===== config.mk =====
export PLATFORM = sky130hd
export DESIGN_NAME = cap_frame_sequencer
export DESIGN_NICKNAME = d
export VERILOG_FILES = /design/src/rtl/cfs_pkg.sv /design/src/rtl/cfs_entry_unpack.sv /design/src/rtl/cfs_hs.sv /design/src/rtl/cfs_err_track.sv /design/src/rtl/cap_frame_sequencer.sv
export SDC_FILE = /design/constraint.sdc
export NUM_CORES = 1
export LEC_CHECK = 0
export BUFFER_PORTS_ARGS = -buffer_cell sky130_fd_sc_hd__buf_2
export CAP_MARGIN = 40
export CORE_MARGIN = 1
export CORE_UTILIZATION = 47
export CTS_CLUSTER_DIAMETER = 60
export CTS_CLUSTER_SIZE = 20
export DETAILED_ROUTE_END_ITERATION = 10
export PLACE_DENSITY_LB_ADDON = 0.08
export SYNTH_ARGS = -nofsm -noshare
export SYNTH_HDL_FRONTEND = slang
export SYNTH_SLANG_ARGS = --single-unit

===== constraint.sdc =====
create_clock -name clk -period 1.6 [get_ports clk]
set_input_delay 0.24 -clock clk [delete_from_list [all_inputs] [get_ports clk]]
set_output_delay 0.24 -clock clk [all_outputs]
set_load 0.01 [all_outputs]

===== src/rtl/cfs_pkg.sv =====
package cfs_pkg;

    localparam int CAP_COUNT = 59;
    localparam int IDX_W     = 6;
    localparam int VOLT_W    = 8;
    localparam int CHAN_W    = 5;
    localparam int BYTE_W    = 8;
    localparam int PAD_W     = BYTE_W - IDX_W;

    typedef enum logic [3:0] {
        ST_OFF,
        ST_PWRUP,
        ST_READY,
        ST_WAIT_HI,
        ST_FETCH_LO,
        ST_WAIT_LO,
        ST_DECODE,
        ST_DAC,
        ST_SAMPLE,
        ST_PWRDN
    } seq_state_t;

    typedef struct packed {
        logic              ok;
        logic              bank;
        logic [CHAN_W-1:0] chan;
        logic [VOLT_W-1:0] volt;
        logic              pad_bad;
    } entry_t;

    // Handshake slot numbering
    localparam int HS_PU  = 0;
    localparam int HS_SMP = 1;
    localparam int HS_PD  = 2;
    localparam int HS_NUM = 3;

endpackage


===== src/rtl/cfs_entry_unpack.sv =====
module cfs_entry_unpack
    import cfs_pkg::*;
#(
    parameter int NUM_CAPS = CAP_COUNT
) (
    input  logic [BYTE_W-1:0] hi_byte,
    input  logic [BYTE_W-1:0] lo_byte,
    output entry_t            ent
);
    logic [IDX_W-1:0] idx;
    logic [PAD_W-1:0] pad;

    always_comb begin
        idx         = hi_byte[BYTE_W-1:PAD_W];
        pad         = hi_byte[PAD_W-1:0];
        ent.ok      = (int'(idx) < NUM_CAPS);
        ent.bank    = idx[CHAN_W];
        ent.chan    = idx[CHAN_W-1:0];
        ent.volt    = lo_byte;
        ent.pad_bad = (pad != '0);
    end
endmodule


===== src/rtl/cfs_hs.sv =====
module cfs_hs (
    input  logic clk,
    input  logic clr,
    input  logic start,
    input  logic done,
    output logic req,
    output logic finish
);
    assign finish = req & done;

    always_ff @(posedge clk) begin
        if (clr)
            req <= 1'b0;
        else if (finish)
            req <= 1'b0;
        else if (start)
            req <= 1'b1;
    end

    AST_REQ_HELD: assert property (@(posedge clk) disable iff (clr)
        req && !done |=> req);

    AST_FINISH_DROPS: assert property (@(posedge clk) disable iff (clr)
        req && done |=> !req);
endmodule


===== src/rtl/cfs_err_track.sv =====
module cfs_err_track #(
    parameter int ERR_W = 8
) (
    input  logic             clk,
    input  logic             clr,
    input  logic             bad_idx,
    input  logic             bad_pad,
    output logic [ERR_W-1:0] err_cnt,
    output logic             fmt_err
);
    always_ff @(posedge clk) begin
        if (clr) begin
            err_cnt <= '0;
            fmt_err <= 1'b0;
        end else begin
            if (bad_idx && (err_cnt != {ERR_W{1'b1}}))
                err_cnt <= err_cnt + 1'b1;
            if (bad_pad)
                fmt_err <= 1'b1;
        end
    end

    AST_ERR_MONO: assert property (@(posedge clk) disable iff (clr)
        1'b1 |=> err_cnt >= $past(err_cnt));

    AST_FMT_STICKY: assert property (@(posedge clk) disable iff (clr)
        fmt_err |=> fmt_err);
endmodule


===== src/rtl/cap_frame_sequencer.sv =====
module cap_frame_sequencer
    import cfs_pkg::*;
#(
    parameter int NUM_CAPS = CAP_COUNT,
    parameter int ERR_W    = 8
) (
    input  logic              clk,
    input  logic              rst,
    input  logic              key_start,
    input  logic              key_shutdown,
    input  logic              key_reset,
    input  logic              fifo_empty,
    input  logic [BYTE_W-1:0] fifo_q,
    output logic              fifo_rdreq,
    output logic              dac_wr,
    output logic [VOLT_W-1:0] dac_data,
    output logic              dac_bank,
    output logic [CHAN_W-1:0] dac_chan,
    output logic              pu_req,
    input  logic              pu_done,
    output logic              smp_req,
    input  logic              smp_done,
    output logic              pd_req,
    input  logic              pd_done,
    output logic              hold_en_a,
    output logic [CHAN_W-1:0] hold_sel_a,
    output logic              hold_en_b,
    output logic [CHAN_W-1:0] hold_sel_b,
    output logic              frame_done,
    output logic [ERR_W-1:0]  err_count,
    output logic              fmt_err
);
    localparam int CNT_W      = $clog2(NUM_CAPS);
    localparam int BANK_B_TOP = NUM_CAPS - (1 << CHAN_W);

    logic              soft_clr;
    seq_state_t        st, st_n;
    logic [BYTE_W-1:0] hi_q, lo_q;
    entry_t            ent;
    logic              sd_pend;
    logic              entry_done;
    logic [CNT_W-1:0]  ent_cnt;
    logic [HS_NUM-1:0] hs_start, hs_done, hs_req, hs_fin;

    assign soft_clr = rst | key_reset;

    // Entry decode
    cfs_entry_unpack #(.NUM_CAPS(NUM_CAPS)) u_unpack (
        .hi_byte (hi_q),
        .lo_byte (lo_q),
        .ent     (ent)
    );

    // Handshake ports toward the high-voltage controller
    assign hs_done[HS_PU]  = pu_done;
    assign hs_done[HS_SMP] = smp_done;
    assign hs_done[HS_PD]  = pd_done;

    generate
        for (genvar g = 0; g < HS_NUM; g++) begin : g_hs
            cfs_hs u_hs (
                .clk    (clk),
                .clr    (soft_clr),
                .start  (hs_start[g]),
                .done   (hs_done[g]),
                .req    (hs_req[g]),
                .finish (hs_fin[g])
            );
        end
    endgenerate

    assign pu_req  = hs_req[HS_PU];
    assign smp_req = hs_req[HS_SMP];
    assign pd_req  = hs_req[HS_PD];

    // Next-state logic
    always_comb begin
        st_n = st;
        case (st)
            ST_OFF:      if (key_start) st_n = ST_PWRUP;
            ST_PWRUP:    if (hs_fin[HS_PU]) st_n = ST_READY;
            ST_READY: begin
                if (sd_pend || key_shutdown) st_n = ST_PWRDN;
                else if (!fifo_empty)        st_n = ST_WAIT_HI;
            end
            ST_WAIT_HI:  st_n = ST_FETCH_LO;
            ST_FETCH_LO: if (!fifo_empty) st_n = ST_WAIT_LO;
            ST_WAIT_LO:  st_n = ST_DECODE;
            ST_DECODE:   st_n = ent.ok ? ST_DAC : ST_READY;
            ST_DAC:      st_n = ST_SAMPLE;
            ST_SAMPLE:   if (hs_fin[HS_SMP]) st_n = ST_READY;
            ST_PWRDN:    if (hs_fin[HS_PD]) st_n = ST_OFF;
            default:     st_n = ST_OFF;
        endcase
    end

    always_comb begin
        hs_start         = '0;
        hs_start[HS_PU]  = (st == ST_OFF) && key_start;
        hs_start[HS_SMP] = (st == ST_DAC);
        hs_start[HS_PD]  = (st == ST_READY) && (st_n == ST_PWRDN);
    end

    assign fifo_rdreq = ((st == ST_READY) && (st_n == ST_WAIT_HI)) ||
                        ((st == ST_FETCH_LO) && !fifo_empty);

    assign entry_done = ((st == ST_DECODE) && !ent.ok) ||
                        ((st == ST_SAMPLE) && hs_fin[HS_SMP]);

    always_ff @(posedge clk) begin
        if (soft_clr) begin
            st      <= ST_OFF;
            hi_q    <= '0;
            lo_q    <= '0;
            sd_pend <= 1'b0;
        end else begin
            st <= st_n;
            if (st == ST_WAIT_HI) hi_q <= fifo_q;
            if (st == ST_WAIT_LO) lo_q <= fifo_q;
            if (hs_start[HS_PD])
                sd_pend <= 1'b0;
            else if (key_shutdown && (st != ST_OFF) && (st != ST_PWRDN))
                sd_pend <= 1'b1;
        end
    end

    // Frame counter
    always_ff @(posedge clk) begin
        if (soft_clr) begin
            ent_cnt    <= '0;
            frame_done <= 1'b0;
        end else begin
            frame_done <= 1'b0;
            if (hs_start[HS_PD]) begin
                ent_cnt <= '0;
            end else if (entry_done) begin
                if (ent_cnt == CNT_W'(NUM_CAPS - 1)) begin
                    ent_cnt    <= '0;
                    frame_done <= 1'b1;
                end else begin
                    ent_cnt <= ent_cnt + 1'b1;
                end
            end
        end
    end

    cfs_err_track #(.ERR_W(ERR_W)) u_err (
        .clk     (clk),
        .clr     (soft_clr),
        .bad_idx ((st == ST_DECODE) && !ent.ok),
        .bad_pad ((st == ST_DECODE) && ent.pad_bad),
        .err_cnt (err_count),
        .fmt_err (fmt_err)
    );

    // DAC and hold outputs
    assign dac_wr     = (st == ST_DAC);
    assign dac_data   = ent.volt;
    assign dac_bank   = ent.bank;
    assign dac_chan   = ent.chan;
    assign hold_en_a  = hs_req[HS_SMP] && !ent.bank;
    assign hold_en_b  = hs_req[HS_SMP] &&  ent.bank;
    assign hold_sel_a = ent.bank ? '0 : ent.chan;
    assign hold_sel_b = ent.bank ? ent.chan : '0;

    AST_RD_SPACED: assert property (@(posedge clk) disable iff (rst)
        fifo_rdreq |=> !fifo_rdreq);

    AST_NO_RD_HV_STEP: assert property (@(posedge clk) disable iff (rst)
        (pu_req || pd_req) |-> !fifo_rdreq);

    AST_HS_ONEHOT: assert property (@(posedge clk) disable iff (rst)
        $onehot0({pu_req, smp_req, pd_req}));

    AST_DAC_THEN_SAMPLE: assert property (@(posedge clk) disable iff (soft_clr)
        dac_wr |=> smp_req);

    AST_HOLD_ONEHOT: assert property (@(posedge clk) disable iff (rst)
        $onehot0({hold_en_a, hold_en_b}));

    AST_BANK_B_RANGE: assert property (@(posedge clk) disable iff (rst)
        dac_wr && dac_bank |-> int'(dac_chan) < BANK_B_TOP);

    AST_FRAME_PULSE: assert property (@(posedge clk) disable iff (rst)
        frame_done |=> !frame_done);

    AST_KEY_RESET_CLEARS: assert property (@(posedge clk) disable iff (rst)
        key_reset |=> !pu_req && !smp_req && !pd_req && (err_count == '0) && !fmt_err);
endmodule


=== Word level (Yosys, flattened, before mapping) ===
Index checks and enable logic that the tools add are counted.
Widths: inputs -> output; s select.

* Word-level logic and storage cells: 72
* Output and inout bits: 41
* Flip-flop bits (word level): 40
* Bits of input ports: 17

* Eq/ne operators: 14
* Reductions and logical operators: 26
* Bitwise logic cells: 5
* $lt $le $gt $ge: 1
* Multiplexer cells: 13
* Add/subtract/negate cells: 2

{| class="wikitable"
|+ Operators by type and width
! kind !! count
|-
| $pmux 4 s10 || 1
|-
| $mux 4 || 7
|-
| $eq 4x3->1 const B || 4
|-
| $eq 4x2->1 const B || 3
|-
| $eq 4x4->1 const B || 3
|-
| $logic_and 1x1->1 || 12
|-
| $mux 5 || 2
|-
| $add 8x1->8 const B || 1
|-
| $ne 8x8->1 const B || 1
|-
| $reduce_or 2->1 || 4
|-
| $add 6x1->6 const B || 1
|-
| $eq 6x6->1 const B || 1
|-
| $lt 6x6->1 const B || 1
|-
| $mux 6 || 1
|-
| $eq 4x1->1 const B || 1
|-
| $logic_not 4->1 || 1
|-
| $ne 4x4->1 const B || 1
|-
| $reduce_bool 4->1 || 1
|-
| $and 1x1->1 || 3
|-
| $logic_not 1->1 || 3
|-
| $logic_or 1x1->1 || 3
|-
| $mux 3 || 1
|-
| $reduce_or 3->1 || 1
|-
| $reduce_bool 2->1 || 1
|-
| other kinds (3) || 3
|}

=== Logic depth before layout (Yosys ltp) ===
* Word-level depth: 6
* Mapped depth: 6
* Gate-level depth less buffers: 6

=== Hierarchy ===
Synthesis repeated with hierarchy kept, for this count alone.

* Cell total of the unflattened synthesis: 250
* Area total of the unflattened synthesis: 2112.0 µm²

{| class="wikitable"
|+ By module, submodules not included
! module !! area each (µm²) !! seq. area each (µm²) !! cells each !! instances
|-
| cap_frame_sequencer || 1391.3 || 560.5 || 171 || 1
|-
| cfs_err_track || 467.9 || 180.2 || 50 || 1
|-
| cfs_hs || 42.5 || 20.0 || 4 || 3
|-
| cfs_entry_unpack || 125.1 || 0.0 || 17 || 1
|}

=== Worst setup path before layout ===
No wires, ideal clock.

* Path kind: reg2out
* Start: register st[0]
* End: output port fifo_rdreq
* Data required time: 1.360 ns
* Stages on the path, launching flop included: 6
* Arrival time: 1.441 ns
* Setup slack: -0.081 ns
* Path buffers: 1
* Cells stage by stage: dfxtp_1 -> clkbuf_1 -> nor2b_1 -> a22o_1 -> a2111oi_2 -> o21ai_1

* Longest elaborated chain between the ends: 6
* Elaborated cells between the ends (all ways): 22
* Those cells by class: eq/ne (10); mux (8); reduce/logical (4)

{| class="wikitable"
|+ Ends and longest elaborated chain
! item !! line !! RTL
|-
| from (decl) || cap_frame_sequencer.sv:37 || <nowiki>seq_state_t st, st_n;</nowiki>
|-
| from (signal assigned) || cap_frame_sequencer.sv:117 || <nowiki>st <= st_n;</nowiki>
|-
| $mux 4 || cap_frame_sequencer.sv:84 || <nowiki>else if (!fifo_empty) st_n = ST_WAIT_HI;</nowiki>
|-
| $mux 4 || cap_frame_sequencer.sv:83 || <nowiki>if (sd_pend || key_shutdown) st_n = ST_PWRDN;</nowiki>
|-
| $pmux 4 s10 || cap_frame_sequencer.sv:79 || <nowiki>case (st)</nowiki>
|-
| $eq 4x2->1 || cap_frame_sequencer.sv:104 || <nowiki>assign fifo_rdreq = ((st == ST_READY) && (st_n == ST_WAIT_HI)) ||</nowiki>
|-
| $logic_and 1x1->1 || cap_frame_sequencer.sv:104 ||
|-
| $logic_or 1x1->1 * || cap_frame_sequencer.sv:104 ||
|-
| to (decl) || cap_frame_sequencer.sv:14 || <nowiki>output logic fifo_rdreq,</nowiki>
|}

Mark *: on every way between the ends. The rest lies on a longest branch, timed or not.

=== Final worst setup path ===
* Start: register sd_pend
* End: output port fifo_rdreq

* Longest elaborated chain between the ends: 6

{| class="wikitable"
|+ Ends and longest elaborated chain
! item !! line !! RTL
|-
| from (decl) || cap_frame_sequencer.sv:40 || <nowiki>logic sd_pend;</nowiki>
|-
| from (signal assigned) || cap_frame_sequencer.sv:115 || <nowiki>sd_pend <= 1'b0;</nowiki>
|-
| from (signal assigned) || cap_frame_sequencer.sv:121 || <nowiki>sd_pend <= 1'b0;</nowiki>
|-
| from (signal assigned) || cap_frame_sequencer.sv:123 || <nowiki>sd_pend <= 1'b1;</nowiki>
|-
| $logic_or 1x1->1 || cap_frame_sequencer.sv:83 ||
|-
| $mux 4 || cap_frame_sequencer.sv:83 ||
|-
| $pmux 4 s10 || cap_frame_sequencer.sv:79 ||
|-
| $eq 4x2->1 || cap_frame_sequencer.sv:104 ||
|-
| $logic_and 1x1->1 || cap_frame_sequencer.sv:104 ||
|-
| $logic_or 1x1->1 || cap_frame_sequencer.sv:104 ||
|}

No other way between the ends.

==> metrics.txt <==
actual slew at the worst max-slew pin=548 ps; CP Launch Type=register; PD cells=597 mW/mm^2; PortBufs=57; register area=813 um^2; WS Path Type=register to output pin; Setup crit start=sd_pend; syn_area_per_cell=~8.3 um^2; Syn. warnings=0; CTS Buffer Depth=2; leakage=between 1 and 1.5 nW; dpl hpwl=approximately 4.0 mm; total track usage=between 20% and 30%; XOR/XNOR Fraction of Synth Area=less than 1%; clock latency on the worst-skew pair=a little under 300 ps; Slowest cell on crit path=or3b_1; combinational family with the most area after synthesis=simple AND/OR/NAND/NOR gates; Clock Root Buffer=clkbuf_8; layout cells sized above 1=between 30% and 40%; setup_tns=-413 ps; Initial Util=50.6%; Post-Route WL=5.43 mm; antenna violations before repair=0; Setup violations, final=1; final setup margin=-413 ps; CTS Hold Buffers Added=0; top cells by area, synth=dfxtp_1 (38%), a21oi_1 (6.4%), nand2_1 (4.8%), mux2i_1 (4.3%), nor2_1 (3.6%); core area=slightly above 0.004 mm^2; multiplexer share of the synthesized area=around 4.8%; DRC=0; Adder-Cell Fraction of Synth Area=1.79%; largest net degree at the start of global routing=28; worst r2r dst=ent_cnt[3]; Tightest Hold Check Type=input pin to register; GPL Wtd Cong=approximately 0.88; max-cap viol count=0; Post-Synth Simple-Gate Area=31.7%; hold depth=3; status=finished with violations; Antenna Nets Post-Route=0; num ports=58; clk sinks=40; Synth async-reset ratio=0%; Die H=between 60 and 70 um; max_slew headroom=a little under two thirds; WL/cell=13.6 um; CTS tree=built; row cnt=23; reg2reg setup slack=20 ps; Num CTS Buffers=5; Final Skew=around 5.7 ps; most common cell in the synthesized netlist=dfxtp_1; register bit count reported by yosys=40; final-report hold violation count=0; final period utilization=126%; worst path cell trace=or3b_1 > a22o_1 > a2111oi_4 > o21ai_1 > buf_2; Synth Instances=~250; Post-synth EDFFs=0; CP max stage delay=between 300 and 400 ps; number of pins with negative max-slew slack in the final report=0; Synth-to-Final Area Change=40.1%; Synth area leader=dfxtp_1; required time of the critical path=~1400 ps; post-layout util=between 70% and 80%; area of the multi-input gates=0.00128 mm^2; Die X=between 60 and 70 um; first-pass GRT wire length=around 8.3 mm; Yosys top cell area share=38.2%; fin area=0.00294 mm^2; initial DRC count=between 70 and 80; vias in the first global route=1910; fillcell total=~340; RSZ-0062 raised after global routing=true; via/cell ratio=5.41; post-layout minimum cycle time=2010 ps; Post-synth top flop=dfxtp_1; antenna cells=0; worst reg-to-reg path cell count=5; Remaining Overflow, GRT=0; clk slew on worst S/H paths=about 70 ps; failing checks=negative setup slack; die area=about 0.0047 mm^2; Synth Net Count=272; VDD IR max=between 0.4 and 0.5 mV; DR vias=roughly 2200; top post-synthesis cells by count=dfxtp_1 (40), a21oi_1 (27), nand2_1 (27); placed inst area=0.00274 mm^2; Synth Area in Compound Gates=a little under a fifth; Distinct cells, synth=54; min-delay src=fifo_q[7]; final net count=370; Reg-to-Reg Start=st[1]; CP Capture Type=output pin; Pwr Total=1.75 mW; CTS H-Tree Depth=2; CP Max Fanout=2; worst hold endpoint=hi_q[7]; post-synth design cell area=around 0.0021 mm^2; First-pass DRT Iterations=4; Worst EP arrival=roughly 1800 ps; Seq/Total Area, Yosys=between 30% and 40%; Highest Clock Rate=~500 MHz
-- registers in the layout, indices dropped and copies added, names as in the netlist --
name / cells
u_err.fmt_err: 1
u_err.err_cnt: 8
lo_q: 8
hi_q: 8
sd_pend: 1
g_hs.u_hs.req: 3
frame_done: 1
st: 4
ent_cnt: 6
-- per-stage QoR --
stage	worst slack (ps)	std cells	hold WS (ps)
3_3_place_gp	-155	391	433
6_report	-413	400	191
3_5_place_dp	-175	391	442
5_1_grt	-491	400	184
2_1_floorplan	-17.4	252	376
4_1_cts	-428	400	185
-- metal layers --
layer  up-vias  GRT usage, %  part of all wire (%)
li1       1102             -                     -
met4         0          7.65                   1.3
met2        46          43.3                    49
met3         5          6.09                   4.0
met5         -             0                     0
met1      1012          27.7                    45
-- kinds of logic (layout without fill, tap and decap cells) --
family | Yosys count | count (layout)
fa+ha+maj | 3 | 3
simple gates | 119 | 119
buf+inv | 21 | 119
xor+xnor | 1 | 1
flops | 40 | 40
mux | 10 | 10
compound gates | 58 | 58
-- worst max-delay path: cells and delay by family (launching register included) --
family / cells / cell delay, ps
compound gates: 3 / 640
flops: 1 / 320
simple gates: 1 / 370
buf+inv: 1 / 140
-- cell usage in the layout, fill, tap and decap left out, drive strengths merged, types with 3 or more instances in the layout --
cell    instances
nand4           4
and2            6
nor3            7
buf           105
a31oi           5
or3             5
nand2b          4
nor2b           6
and3            4
nand2          27
clkbuf          6
ha              3
a21oi          28
dfxtp          40
o21ai           8
nor2           21
inv             7
mux2i           9
and2b           3
nand3          12
-- how the worst max path moves through the flow --
stage,to
after floorplan,fifo_rdreq
after global placement,fifo_rdreq
after detailed placement,fifo_rdreq
after CTS,fifo_rdreq
after global routing,fifo_rdreq
final,fifo_rdreq
-- cell type report --
class / instances / share of cell area [%]
clock buffer: 6 / 2.47
inverter: 7 / 0.894
multi-input combinational: 191 / 43.4
clock inverter: 1 / 0.170
sequential: 40 / 27.7
tap: 50 / 2.13
timing repair buffer: 105 / 23.2
-- what timing repair did --
action                     4_1_cts  5_1_grt
setup buffers                    3        1
resized for setup               11       14
setup endpoints to repair        9       13
pin swaps                        4        3
-- report_power, final --
part           leakage [nW]  internal, mW  switching, mW
logic                 0.899        0.0584         0.0564
clock network        0.0410         0.297          0.343
registers             0.326         0.995        0.00327
No activity file was read; power rests on OpenSTA's default activity.
